[src/rtl/bx_pkg.sv]
package bx_pkg;
   typedef enum logic {
      PICK_LANE2 = 1'b0,
      PICK_LANE1 = 1'b1
   } pick_t;

   localparam int NUM_LANES = 2;
endpackage

[src/rtl/bx_cereg.sv]
module bx_cereg #(
   parameter int W = 1,
   parameter logic [W-1:0] INIT = '0
) (
   input  logic         clk,
   input  logic         rst,
   input  logic         en_n,
   input  logic [W-1:0] d,
   output logic [W-1:0] q
);
   always_ff @(posedge clk) begin
      if (rst)
         q <= INIT;
      else if (!en_n)
         q <= d;
   end
endmodule

[src/rtl/bx_pack_path.sv]
module bx_pack_path #(
   parameter int W = 12
) (
   input  logic         clk,
   input  logic         rst,
   input  logic [W-1:0] a_in,
   input  logic         wr_stage_n,
   input  logic         wr_pair_n,
   output logic [W-1:0] b1_word,
   output logic [W-1:0] b2_word
);
   logic [W-1:0] stage_q;

   bx_cereg #(.W(W)) u_stage (
      .clk(clk), .rst(rst), .en_n(wr_stage_n), .d(a_in), .q(stage_q)
   );
   bx_cereg #(.W(W)) u_hi (
      .clk(clk), .rst(rst), .en_n(wr_pair_n), .d(stage_q), .q(b1_word)
   );
   bx_cereg #(.W(W)) u_lo (
      .clk(clk), .rst(rst), .en_n(wr_pair_n), .d(a_in), .q(b2_word)
   );


   pair_lo_chk: assert property (@(posedge clk) disable iff (rst)
      !wr_pair_n |=> (b2_word == $past(a_in)));

   pair_hi_chk: assert property (@(posedge clk) disable iff (rst)
      !wr_pair_n |=> (b1_word == $past(stage_q)));

   pair_hold_chk: assert property (@(posedge clk) disable iff (rst)
      wr_pair_n |=> ($stable(b1_word) && $stable(b2_word)));

   stage_hold_chk: assert property (@(posedge clk) disable iff (rst)
      wr_stage_n |=> $stable(stage_q));
endmodule

[src/rtl/bx_return_path.sv]
module bx_return_path
   import bx_pkg::*;
#(
   parameter int W = 12
) (
   input  logic         clk,
   input  logic         rst,
   input  logic [W-1:0] b1_in,
   input  logic [W-1:0] b2_in,
   input  logic         rd_b1_n,
   input  logic         rd_b2_n,
   input  logic         pick_b1,
   output logic [W-1:0] a_word
);
   logic [W-1:0] lane_d  [NUM_LANES];
   logic         lane_en [NUM_LANES];
   logic [W-1:0] lane_q  [NUM_LANES];
   logic         pick_raw;
   pick_t        pick_q;

   assign lane_d[0]  = b1_in;
   assign lane_d[1]  = b2_in;
   assign lane_en[0] = rd_b1_n;
   assign lane_en[1] = rd_b2_n;

   for (genvar g = 0; g < NUM_LANES; g++) begin : g_lane
      bx_cereg #(.W(W)) u_ret (
         .clk(clk), .rst(rst), .en_n(lane_en[g]), .d(lane_d[g]), .q(lane_q[g])
      );
   end

   bx_cereg #(.W(1)) u_pick (
      .clk(clk), .rst(rst), .en_n(1'b0), .d(pick_b1), .q(pick_raw)
   );
   assign pick_q = pick_t'(pick_raw);

   always_comb begin
      if (pick_q == PICK_LANE1)
         a_word = lane_q[0];
      else
         a_word = lane_q[1];
   end


   pick_follow_chk: assert property (@(posedge clk) disable iff (rst)
      1'b1 |=> (a_word == ($past(pick_b1) ? lane_q[0] : lane_q[1])));

   ret1_hold_chk: assert property (@(posedge clk) disable iff (rst)
      rd_b1_n |=> $stable(lane_q[0]));

   ret2_load_chk: assert property (@(posedge clk) disable iff (rst)
      !rd_b2_n |=> (lane_q[1] == $past(b2_in)));
endmodule

[src/rtl/bx_drive_ctl.sv]
module bx_drive_ctl (
   input  logic clk,
   input  logic rst,
   input  logic a_drive_n,
   input  logic b_drive_n,
   output logic a_en,
   output logic b_en
);
   logic a_off_q;
   logic b_off_q;

   bx_cereg #(.W(1), .INIT(1'b1)) u_a (
      .clk(clk), .rst(rst), .en_n(1'b0), .d(a_drive_n), .q(a_off_q)
   );
   bx_cereg #(.W(1), .INIT(1'b1)) u_b (
      .clk(clk), .rst(rst), .en_n(1'b0), .d(b_drive_n), .q(b_off_q)
   );

   assign a_en = ~a_off_q;
   assign b_en = ~b_off_q;


   a_drive_chk: assert property (@(posedge clk) disable iff (rst)
      1'b1 |=> (a_en == !$past(a_drive_n)));

   b_drive_chk: assert property (@(posedge clk) disable iff (rst)
      1'b1 |=> (b_en == !$past(b_drive_n)));
endmodule

[src/rtl/bus_exchanger.sv]
module bus_exchanger #(
   parameter int WIDTH = 12
) (
   input  logic             clk,
   input  logic             rst,
   input  logic [WIDTH-1:0] a_in,
   input  logic [WIDTH-1:0] b1_in,
   input  logic [WIDTH-1:0] b2_in,
   input  logic             wr_stage_n,
   input  logic             wr_pair_n,
   input  logic             rd_b1_n,
   input  logic             rd_b2_n,
   input  logic             pick_b1,
   input  logic             a_drive_n,
   input  logic             b_drive_n,
   output logic [WIDTH-1:0] a_q,
   output logic             a_en,
   output logic [WIDTH-1:0] b1_q,
   output logic             b1_en,
   output logic [WIDTH-1:0] b2_q,
   output logic             b2_en
);
   localparam int WIDE = 2 * WIDTH;

   logic            b_en;
   logic [WIDE-1:0] wide_word;

   if (WIDTH < 1) begin : g_bad_width
      $error("bus_exchanger: WIDTH must be at least 1");
   end

   bx_pack_path #(.W(WIDTH)) u_pack (
      .clk(clk), .rst(rst), .a_in(a_in),
      .wr_stage_n(wr_stage_n), .wr_pair_n(wr_pair_n),
      .b1_word(wide_word[WIDE-1:WIDTH]), .b2_word(wide_word[WIDTH-1:0])
   );

   bx_return_path #(.W(WIDTH)) u_ret (
      .clk(clk), .rst(rst), .b1_in(b1_in), .b2_in(b2_in),
      .rd_b1_n(rd_b1_n), .rd_b2_n(rd_b2_n), .pick_b1(pick_b1),
      .a_word(a_q)
   );

   bx_drive_ctl u_drv (
      .clk(clk), .rst(rst), .a_drive_n(a_drive_n), .b_drive_n(b_drive_n),
      .a_en(a_en), .b_en(b_en)
   );

   assign b1_q  = wide_word[WIDE-1:WIDTH];
   assign b2_q  = wide_word[WIDTH-1:0];
   assign b1_en = b_en;
   assign b2_en = b_en;


   reset_clear_chk: assert property (@(posedge clk)
      rst |=> (a_q == '0 && b1_q == '0 && b2_q == '0 && !a_en && !b_en));
endmodule

[config.mk]
export PLATFORM = sky130hd
export DESIGN_NAME = bus_exchanger
export DESIGN_NICKNAME = d
export VERILOG_FILES = /design/src/rtl/bx_pkg.sv /design/src/rtl/bx_cereg.sv /design/src/rtl/bx_pack_path.sv /design/src/rtl/bx_return_path.sv /design/src/rtl/bx_drive_ctl.sv /design/src/rtl/bus_exchanger.sv
export SDC_FILE = /design/constraint.sdc
export NUM_CORES = 1
export LEC_CHECK = 0
export ABC_AREA = 1
export CAP_MARGIN = 20
export CORE_ASPECT_RATIO = 0.8
export CORE_MARGIN = 2
export CORE_UTILIZATION = 42
export CTS_CLUSTER_DIAMETER = 100
export CTS_CLUSTER_SIZE = 24
export DETAILED_ROUTE_END_ITERATION = 10
export PLACE_DENSITY = 0.86
export SYNTH_ARGS = -nofsm -noshare
export SYNTH_HDL_FRONTEND = slang
export SYNTH_HIERARCHICAL = 1
export SYNTH_SLANG_ARGS = --single-unit
[constraint.sdc]
create_clock -name clk -period 0.8 [get_ports clk]
set_input_delay 0.08 -clock clk [delete_from_list [all_inputs] [get_ports clk]]
set_output_delay 0.08 -clock clk [all_outputs]
set_load 0.02 [all_outputs]
* Word level (Yosys, flattened, before mapping)
Index checks and enable logic that the tools add are counted. Widths: inputs -> output; s select.
Storage, ports and cells: bits in registers 63, output and inout port bits 39, logic and storage cells 11
Operators by class: muxes and demuxes 1, bitwise logic cells 2
Operators by type and width (count):
- $mux 12 | 1
- $not 1->1 | 2

* Depth between registers and ports, before layout
Gate-level depths: netlist of run 1.
word-level depth 1, depth in mapped cells 4, mapped depth without buffers 4

* Cells and area by module
The synthesis of run 1 kept the hierarchy.
Modules (own cells, without submodules):
- bx_cereg (u_pack.u_hi ...) | instances 5, cells an instance 76, area each 496.7 um^2, seq. area each 240.2 um^2
- bx_return_path | instances 1, cells an instance 40, area each 161.4 um^2, seq. area each 0.0 um^2
- bx_cereg (u_drv.u_a ...) | instances 2, cells an instance 6, area each 47.5 um^2, seq. area each 20.0 um^2
- bx_cereg (u_ret.u_pick) | instances 1, cells an instance 7, area each 45.0 um^2, seq. area each 20.0 um^2
- bx_drive_ctl | instances 1, cells an instance 3, area each 11.3 um^2, seq. area each 0.0 um^2
- bus_exchanger | instances 1, cells an instance 1, area each 7.5 um^2, seq. area each 0.0 um^2

* Worst setup path before layout of run 1
Ideal clock, no wire load.
path kind reg2out, start point register u_ret.u_pick.q, end point output port a_q[0], arrival 741 ps, data required time 720 ps, path slack -21 ps, stages on the path, launching flop included 4, path through dfxtp_1 buf_4 nand2_1 nand2_1
Between the ends: word-level cells in the longest chain between the ends 1
Ends and longest elaborated chain:
- from (decl) | line bx_cereg.sv:9 | output logic [W-1:0] q
- from (signal assigned) | line bx_cereg.sv:13 | q <= INIT;
- from (signal assigned) | line bx_cereg.sv:15 | q <= d;
- $mux 12 | line bx_return_path.sv:38 | if (pick_q == PICK_LANE1)
- to (decl) | line bus_exchanger.sv:16 | output logic [WIDTH-1:0] a_q,
No other way between the ends.

* Final worst setup path of run 1
start point register u_ret.u_pick.q, end point output port a_q[10]
The elaborated chain is that of the path after synthesis.

==> results of run 1 <==
## state kept, by name, indices dropped and copies added, names as in the netlist
signal / flops
u_drv/u_a/q: 1
u_drv/u_b/q: 1
u_pack/u_hi/q: 12
u_pack/u_lo/q: 12
u_pack/u_stage/q: 12
u_ret/g_lane.u_ret/q: 24
u_ret/u_pick/q: 1
## final cells by class
cell class	count	area (µm²)
flip-flops and latches	63	1300
repair buffers	103	1140
clock inverters	6	45.0
clock buffers	10	138
inverters	74	284
well taps	84	105
repair inverters	1	7.51
fillers	544	2230
multi-input cells	292	1160
## final timing paths
kind	depth (start not counted)	endpoint	startpoint	slack, ns
min	4	u_drv/u_b/q	rst	0.25
min reg2reg	2	u_pack/u_hi/q[0]	u_pack/u_stage/q[0]	0.47
max reg2reg	5	u_pack/u_lo/q[2]	u_pack/u_lo/q[2]	0.04
max	4	a_q[10]	u_ret/u_pick/q	-0.37
## where the power goes
group / internal, mW / switching [mW]
Clock: 1.22 / 1.28
Combinational: 0.819 / 0.802
Sequential: 3.38 / 0.150
## cells in the mapped netlist
master   instances
nand3_2          2
conb_1           2
nand2_2          2
inv_2            1
inv_1           73
buf_4            2
buf_2            5
nor2_2           1
dfxtp_1         63
nor2_1         121
nand2_1        160
buf_6           11
## logic make-up after synthesis
family / after synthesis / synth area share, %
buffers and inverters: 92 / 15.8
flip-flops: 63 / 45.0
other: 2 / 0.268
AND/OR/NAND/NOR: 286 / 39.0
## timing repair
action	in CTS	in global routing
pin swaps	0	1
buffers inserted	2	3
gates resized for setup	268	8
gates cloned	1	1
setup endpoints to repair	51	62
## through the flow
stage / setup TNS [ns] / total power, mW / worst slack (ns) / cells
finish: -6.07 / 7.64 / -0.370 / 633
global route: -7.92 / 8.05 / -0.430 / 633
CTS: -6.79 / 7.63 / -0.402 / 629
detailed placement: -32.10 / 5.07 / -0.555 / 610
global placement: -30.98 / 5.02 / -0.522 / 610
floorplan: 0 / 4.35 / 0.0119 / 447
## per-layer routing
metal	vias to the layer above	global-route usage, %
met3	14	8.25
met1	1174	20.3
met2	73	35.5
li1	1443	-
met4	0	7.25
met5	-	0
## tightest hold or removal path: cells and delay by family
family | cells | cell delay (ns)
AND/OR/NAND/NOR | 1 | 0.05
buffers and inverters | 3 | 0.42
==> impl_results.md, run 1 <==
* Status: finished, violations left
* Failing checks: setup timing
* GRT Resource Usage Total at 19.8%
* Utilization after layout at 65.2%
* Synth top area cells: dfxtp_1, nand2_1, nor2_1
* Total CTS buffers at 9
* Final Setup Violations at 39
* CP startpoint kind: flop
* Syn Area/Cell at 6.33 µm²
* Post-Syn Instances at 443
* Yosys warning total at 6
* DRT iter0 DRCs at 76
* CP Cell Sequence: buf_12 > nand2_1 > nand2_2 > buf_6
* CP endpoint kind: primary output
* Yosys top cell by area: dfxtp_1
* Flops & latches, synth at 63
* Largest net degree at the start of global routing at 49
* IO buf count at 83
* Bufs and invs on worst path at 2
* # DRC at 0
* DIE HEIGHT at 77.1 µm
* Vias per inst at 4.27
* Starting Density at 43.8%
* Initial antenna violation count at 0
* CP arrival at 1.09 ns
* Final hold violation count at 0
* Clk_skew at about 0.0053 ns
* Max Buffers Root-to-Sink at 2
* Post-synthesis sequential area ratio at between 40% and 50%
* IO Pins at between 80 and 90
* Max incr delay on CP at 0.37 ns
* Commonest non-fill, non-tap cell in the layout: nand2_1
* Fmax at 0.855 GHz
* Fraction of layout cells with a size suffix above 1 at 23.5%
* Maximum fanout along the worst path at 11
* Leak at about 2.1 nW
* DR vias at 2,704
* Antenna cell count at 0
* Final slew viol count at 0
* Yosys cell types at 12
* Reg clk slew, reported paths at approximately 0.07 ns
* Min Tclk post-route at about 1.2 ns
* TritonCTS clock tree: built
* Fin nets at about 600
* CTS sink cnt at 63
* Post-Route WL at 7120 µm
* Worst-skew pair later-pin latency at 0.33 ns
* Final Instance Area at 0.00418 mm²
* First-pass GRT wire length at 11,400 µm
* Synthesis-to-finish area growth at 48.9%
* CP required at about 0.7 ns
* Cell area power density at 1830 mW/mm²
* Gr ovfl total at 0
* Mapped cell area at 0.00280 mm²
* Final period util at 146%
* Vias in the first global route at between 2,000 and 3,000
* CP top delay family: flip-flops
* # rows at 26
* Post-DP Area at 0.00381 mm²
* 1st-pass router iterations at 4
* Final GP Congestion at ~0.8
* Die width at roughly 95 µm
* Final antenna-violating net count at 0
* RSZ-0062 raised after global routing: yes
* Hold WS at 0.251 ns
* Routed length per instance at between 10 and 15 µm
* VDD IR-drop max at 1230 µV
* HP Class: primary input to flop
* Dpl hpwl at roughly 4900 µm
* Area share of the largest cell type after synthesis at 45.0%
* Met2 WL at 3590 µm
* Core box area at about 0.0064 mm²
* Root buffer cell: clkbuf_8
* Full die area at 0.00735 mm²
* MaxCap Viol Count at 0
* Top sig layer: met4
* Met3 routed WL at 583 µm
* H-tree depth at 3
* Kind of critical path: flop to primary output
* Commonest non-fill, non-tap cells in the layout: nand2_1, nor2_1, inv_1
* CP max-delay cell: dfxtp_4
* Hold_buf cts at 0
* Final WS setup at -0.370 ns
* Wl on met1 at around 2900 µm
Power figures use the tool's default switching activity.
==> inputs of run 2 (changes only) <==
Settings changed: CAP_MARGIN 20 to unset, CORE_MARGIN 2 to 3.
==> impl_results.md, run 2 (same netlist as run 1, synthesis figures left out) <==
* Global Route met3 Usage at 8.08% (was 8.25%)
* Dpl hpwl at 4850 µm (was 4920 µm)
* CP required at 0.72 ns (about the same)
* TNS Setup at -6.34 ns (was -6.07 ns)
* Commonest non-fill, non-tap cells in the layout: nand2_1, nor2_1, inv_1 (unchanged)
* IO buf count at 83 (unchanged)
* CP arrival at 1.11 ns (was 1.09 ns)
* Worst-skew pair later-pin latency at 0.33 ns (about the same)
* Reg clk slew, reported paths at 0.06 ns (was 0.07 ns)
* CTS sink cnt at 63 (unchanged)
* Bufs and invs on worst path at 2 (unchanged)
* First-pass GRT wire length at 11,500 µm (was 11,400 µm)
* Die width at 97.4 µm (was 95.4 µm)
* H-tree depth at 3 (unchanged)
* Routed length per instance at 11.2 µm (was 11.3 µm)
* DRT iter0 DRCs at 127 (was 76)
* Full die area at 0.00770 mm² (was 0.00735 mm²)
* Initial antenna violation count at 0 (unchanged)
* Final period util at 149% (was 146%)
* Met2 usage at 32.7% (was 35.5%)
* HP Class: primary input to flop (unchanged)
* MaxCap Viol Count at 0 (unchanged)
* CP max-delay cell: dfxtp_4 (unchanged)
* M1 GR Usage at 21.0% (was 20.3%)
* Root buffer cell: clkbuf_8 (unchanged)
* DR vias at 2,740 (was 2,704)
* Final slew viol count at 0 (unchanged)
* Flip-flop count of the largest register after layout at 24 (unchanged)
* Antenna cell count at 0 (unchanged)
* Min Tclk post-route at 1.19 ns (was 1.17 ns)
* Vias per inst at 4.40 (was 4.27)
* # rows at 25 (was 26)
* Kind of critical path: flop to primary output (unchanged)
* Worst reg2reg setup slack at 0.08 ns (was 0.04 ns)
* Leak at 2.12 nW (was 2.15 nW)
* Post-DP Area at 0.00374 mm² (was 0.00381 mm²)
* Fraction of layout cells with a size suffix above 1 at 23.8% (was 23.5%)
* # DRC at 0 (unchanged)
* GRT Resource Usage Total at 18.6% (was 19.8%)
* Largest register by flop count: u_ret/g_lane.u_ret/q (unchanged)
* DIE HEIGHT at 79.1 µm (was 77.1 µm)
* 1st-pass router iterations at 4 (unchanged)
* CP Cell Sequence: buf_6 > nand2_2 > nand2_2 > buf_6 (was buf_12 > nand2_1 > nand2_2 > buf_6)
* CP top delay family: flip-flops (unchanged)
* Final GP Congestion at 0.851 (was 0.791)
* RSZ-0062 raised after global routing: yes (unchanged)
* Fmax at 0.837 GHz (was 0.855 GHz)
* Final Setup Violations at 39 (unchanged)
* Cell area power density at 1850 mW/mm² (was 1830 mW/mm²)
* Failing checks: setup timing (unchanged)
* Maximum fanout along the worst path at 4 (was 11)
* Final hold violation count at 0 (unchanged)
* Core box area at 0.00619 mm² (was 0.00641 mm²)
* Synthesis-to-finish area growth at 46.7% (was 48.9%)
* Vias in the first global route at 2,554 (was 2,703)
* Final antenna-violating net count at 0 (unchanged)
* IO Pins at 84 (unchanged)
* Fin nets at 583 (was 589)
* Commonest non-fill, non-tap cell in the layout: nand2_1 (unchanged)
* CP startpoint kind: flop (unchanged)
* Clk_skew at 0.00623 ns (was 0.00527 ns)
* CP endpoint kind: primary output (unchanged)
* Max Buffers Root-to-Sink at 2 (unchanged)
* Final WS setup at -0.395 ns (was -0.370 ns)
* Total CTS buffers at 9 (unchanged)
* Post-Route WL at 6980 µm (was 7120 µm)
* Max incr delay on CP at 0.40 ns (was 0.37 ns)
* TritonCTS clock tree: built (unchanged)
* VDD IR-drop max at 1310 µV (was 1230 µV)
* Largest net degree at the start of global routing at 49 (unchanged)
* Final Instance Area at 0.00411 mm² (was 0.00418 mm²)
* Gr ovfl total at 0 (unchanged)
* Starting Density at 45.3% (was 43.8%)
* Most Crowded Layer GR: met2 (unchanged)
* Status: finished, violations left (unchanged)
-- run 2: cell types whose count changed in the layout (fill, tap and decap cells not counted), moves of 2 or more --
cell / change
clkbuf_8: +2
nand2_2: +4
buf_12: -3
clkinvlp_4: -2
buf_6: +2
buf_4: -5
nand2_1: -5
-- run 2: area by class of cell --
cell class              instances  area, µm²
fillers                       506       2080
flip-flops and latches         63       1300
multi-input cells             292       1180
repair buffers                 97       1060
inverters                      74        287
clock buffers                  12        165
well taps                      81        101
clock inverters                 3       17.5
repair inverters                1       7.51
-- run 2: through the flow --
step	setup slack [ns]	hold slack (ns)	cells	util [%]	power, mW
after floorplan	0.0119	0.185	447	-	4.35
after global placement	-0.492	0.458	603	60.4	4.98
after detailed placement	-0.562	0.461	603	60.4	5.02
after CTS	-0.391	0.287	621	65.8	7.67
after global routing	-0.452	0.225	623	66.4	8.04
final	-0.395	0.196	623	66.4	7.60
-- run 2: final timing paths --
check,from,end,cells after the start
hold / removal,rst,u_ret/u_pick/q,4
setup / recovery,u_ret/u_pick/q,a_q[0],4
hold reg to reg,u_pack/u_stage/q[0],u_pack/u_hi/q[0],2
setup reg to reg,u_pack/u_lo/q[0],u_pack/u_lo/q[0],5
-- run 2: layer usage --
metal | wire length, µm | vias up
li1 | - | 1428
met1 | 2910 | 1225
met2 | 3430 | 78
met3 | 571 | 9
met4 | 65 | 0
met5 | 0 | -
-- run 2: power breakdown --
group / internal (mW) / total [mW] / switching [mW]
Sequential: 3.38 / 3.53 / 0.153
Combinational: 0.787 / 1.58 / 0.797
Clock: 1.35 / 2.49 / 1.14
-- run 2: worst register-to-register path, cell delays in order, from the launching register on --
cell	delay, ns
dfxtp_2	0.32
buf_4	0.12
inv_1	0.04
nand2_1	0.04
nand2_1	0.05
nor2_1	0.04
-- run 2: repair_timing --
action	in CTS	in global routing
gates resized for setup	284	5
gates cloned	2	1
setup endpoints to repair	99	57
hold buffers	0	0
pin swaps	12	1
setup buffers	1	1
==> inputs of run 3 (changes only) <==
Settings changed: CORE_UTILIZATION 42 to 55, DONT_BUFFER_PORTS set to 1, PLACE_DENSITY 0.86 to 0.81.
Clock period 0.8 ns to 1.2 ns, I/O delays scaled along.
==> impl_results.md, run 3 (same netlist as run 1, synthesis figures left out) <==
* # DRC at 0 (unchanged)
* Total CTS buffers at 9 (unchanged)
* VDD IR-drop max at 1130 µV (was 1310 µV)
* Max Buffers Root-to-Sink at 2 (unchanged)
* Flip-flop count of the largest register after layout at 24 (unchanged)
* Utilization after layout at 79.1% (was 66.4%)
* Final GP Congestion at 0.749 (was 0.851)
* CP endpoint kind: flop (was primary output)
* Fmax at 0.830 GHz
* Gr ovfl total at 0 (unchanged)
* GRT Resource Usage Total at 26.5% (was 18.6%)
* CP required at 1.44 ns (was 0.72 ns)
* Worst Max-Slew Pin Slew at 0.781 ns
* CP startpoint kind: primary input (was flop)
* Routed length per instance at 13.2 µm (was 11.2 µm)
* Final Power at 5.09 mW (was 7.60 mW)
* Dpl cells at 499 (was 603)
* TritonCTS clock tree: built (unchanged)
* Hold path startpoint: rst (unchanged)
* CP arrival at 1.45 ns (was 1.11 ns)
* DIE HEIGHT at 69.9 µm (was 79.1 µm)
* Vias in the first global route at 2,675 (was 2,554)
* DRT iter0 DRCs at 274 (was 127)
* Sequential Area at 0.00126 mm² (was 0.00130 mm²)
* Full die area at 0.00600 mm² (was 0.00770 mm²)
* R2R depth at 4 (was 5)
* Largest net degree at the start of global routing at 42 (was 49)
* WHS Endpoint: u_pack/u_stage/q[3] (was u_ret/u_pick/q)
* # rows at 22 (was 25)
* Largest register by flop count: u_ret/g_lane.u_ret/q (unchanged)
* Commonest non-fill, non-tap cell in the layout: nand2_1 (unchanged)
* Hold WS at 0.103 ns (was 0.196 ns)
* FILL cells at 364 (was 506)
* Final antenna-violating net count at 0 (unchanged)
* Cell area power density at 1350 mW/mm² (was 1850 mW/mm²)
* Initial antenna violation count at 0 (unchanged)
* IO buf count at 0 (was 83)
* RR Startpoint: u_pack/u_lo/q[10] (was u_pack/u_lo/q[0])
* Worst reg2reg setup slack at 0.38 ns (was 0.08 ns)
* CTS sink cnt at 63 (unchanged)
* Worst r2r dst: u_pack/u_lo/q[10] (was u_pack/u_lo/q[0])
* Commonest non-fill, non-tap cells in the layout: nand2_1, nor2_1, inv_1 (unchanged)
* DR vias at 2,718 (was 2,740)
* TNS Setup at -0.00525 ns (was -6.34 ns)
* Die width at 85.8 µm (was 97.4 µm)
* Final WS setup at -0.00525 ns (was -0.395 ns)
* Reg clk slew, reported paths at 0.07 ns (was 0.06 ns)
* Final Setup Violations at 1 (was 39)
* Starting Density at 58.9% (was 45.3%)
* Final hold violation count at 0 (unchanged)
* H-tree depth at 3 (unchanged)
* Multi-input gate area at 0.00119 mm² (was 0.00118 mm²)
* Antenna cell count at 0 (unchanged)
* Status: finished, violations left (unchanged)
* Clk_skew at 0.00528 ns (was 0.00623 ns)
* RSZ-0062 raised after global routing: yes (unchanged)
* Leak at 2.00 nW (was 2.12 nW)
* Worst-skew pair later-pin latency at 0.34 ns (was 0.33 ns)
* IO Pins at 84 (unchanged)
* Root buffer cell: clkbuf_8 (unchanged)
* Min Tclk post-route at 1.21 ns
* Vias per inst at 4.69 (was 4.40)
* Synthesis-to-finish area growth at 34.3% (was 46.7%)
* Maximum fanout along the worst path at 2 (was 4)
* Worst Hold Depth at 3 (was 4)
* Kind of critical path: primary input to flop (was flop to primary output)
* Final period util at 100%
* HP Class: primary input to flop (unchanged)
* Final non-filler cell total at 580 (was 623)
* Final slew viol count at 0 (unchanged)
* Post-Route WL at 7630 µm (was 6980 µm)
* Core box area at 0.00476 mm² (was 0.00619 mm²)
* Failing checks: setup timing (unchanged)
* 1st-pass router iterations at 5 (was 4)
* First-pass GRT wire length at 12,400 µm (was 11,500 µm)
* MaxCap Viol Count at 0 (unchanged)
* Fin nets at 560 (was 583)
* Dpl hpwl at 3940 µm (was 4850 µm)
* Fraction of layout cells with a size suffix above 1 at 10.2% (was 23.8%)
* Slew headroom at 48.0%
run 3: cell count changes in the layout (fill, tap and decap cells not counted), sizes merged, moves of 3 or more:
cell / before / now
dlygate4sd3: 0 / 60
clkdlybuf4s50: 42 / 0
buf: 52 / 12
clkinvlp: 3 / 0
dlymetal6s4s: 0 / 3
run 3: how the worst max path moves through the flow:
stage,start,to,slack [ns],cells after the start
after floorplan,u_ret/u_pick/q,a_q[0],0.34,3
final,a_in[6],u_pack/u_stage/q[6],-0.005,4
after CTS,u_ret/u_pick/q,a_q[2],0.007,3
after global placement,u_ret/u_pick/q,a_q[8],0.22,3
after global routing,u_ret/u_pick/q,a_q[5],-0.05,3
after detailed placement,u_ret/u_pick/q,a_q[2],0.21,3
run 3: layout make-up:
| type | instances | share of cell area [%] |
|---|---|---|
| sequential | 63 | 33.6 |
| multi-input combinational | 292 | 31.6 |
| inverter | 74 | 7.51 |
| tap | 60 | 1.99 |
| timing repair buffer | 75 | 19.8 |
| clock buffer | 13 | 4.49 |
| clock inverter | 3 | 1.06 |
run 3: repair_timing:
item,CTS,global route
hold buffers,64,1
gates resized for setup,13,19
endpoints found under the setup margin,12,31
gates cloned,0,0
buffers inserted,1,0
pin swaps,2,8
endpoints found under the hold margin,63,1
run 3: worst max-delay path, stage by stage:
cell           delay [ns]
dlygate4sd3_1        0.58
nor2_1               0.10
dlygate4sd3_1        0.58
nor2_1               0.06
run 3: power by group:
group | switching (mW) | total, mW | internal, mW
sequential | 0.136 | 2.38 | 2.24
clock | 0.786 | 1.91 | 1.12
combinational | 0.462 | 0.805 | 0.344
total | 1.38 | 5.09 | 3.71
run 3: routing by layer:
metal	track usage, %	vias to the layer above	routed length (µm)
li1	-	1386	-
met1	31.1	1193	3160
met2	42.2	119	3620
met3	11.9	20	693
met4	10.7	0	168
met5	0	-	0
run 3: stage by stage:
step | setup WS [ns] | instance area, µm²
2_1_floorplan | 0.339 | 2820
3_3_place_gp | 0.223 | 2810
3_5_place_dp | 0.207 | 2810
4_1_cts | 0.00650 | 3700
5_1_grt | -0.0493 | 3760
6_report | -0.00525 | 3760
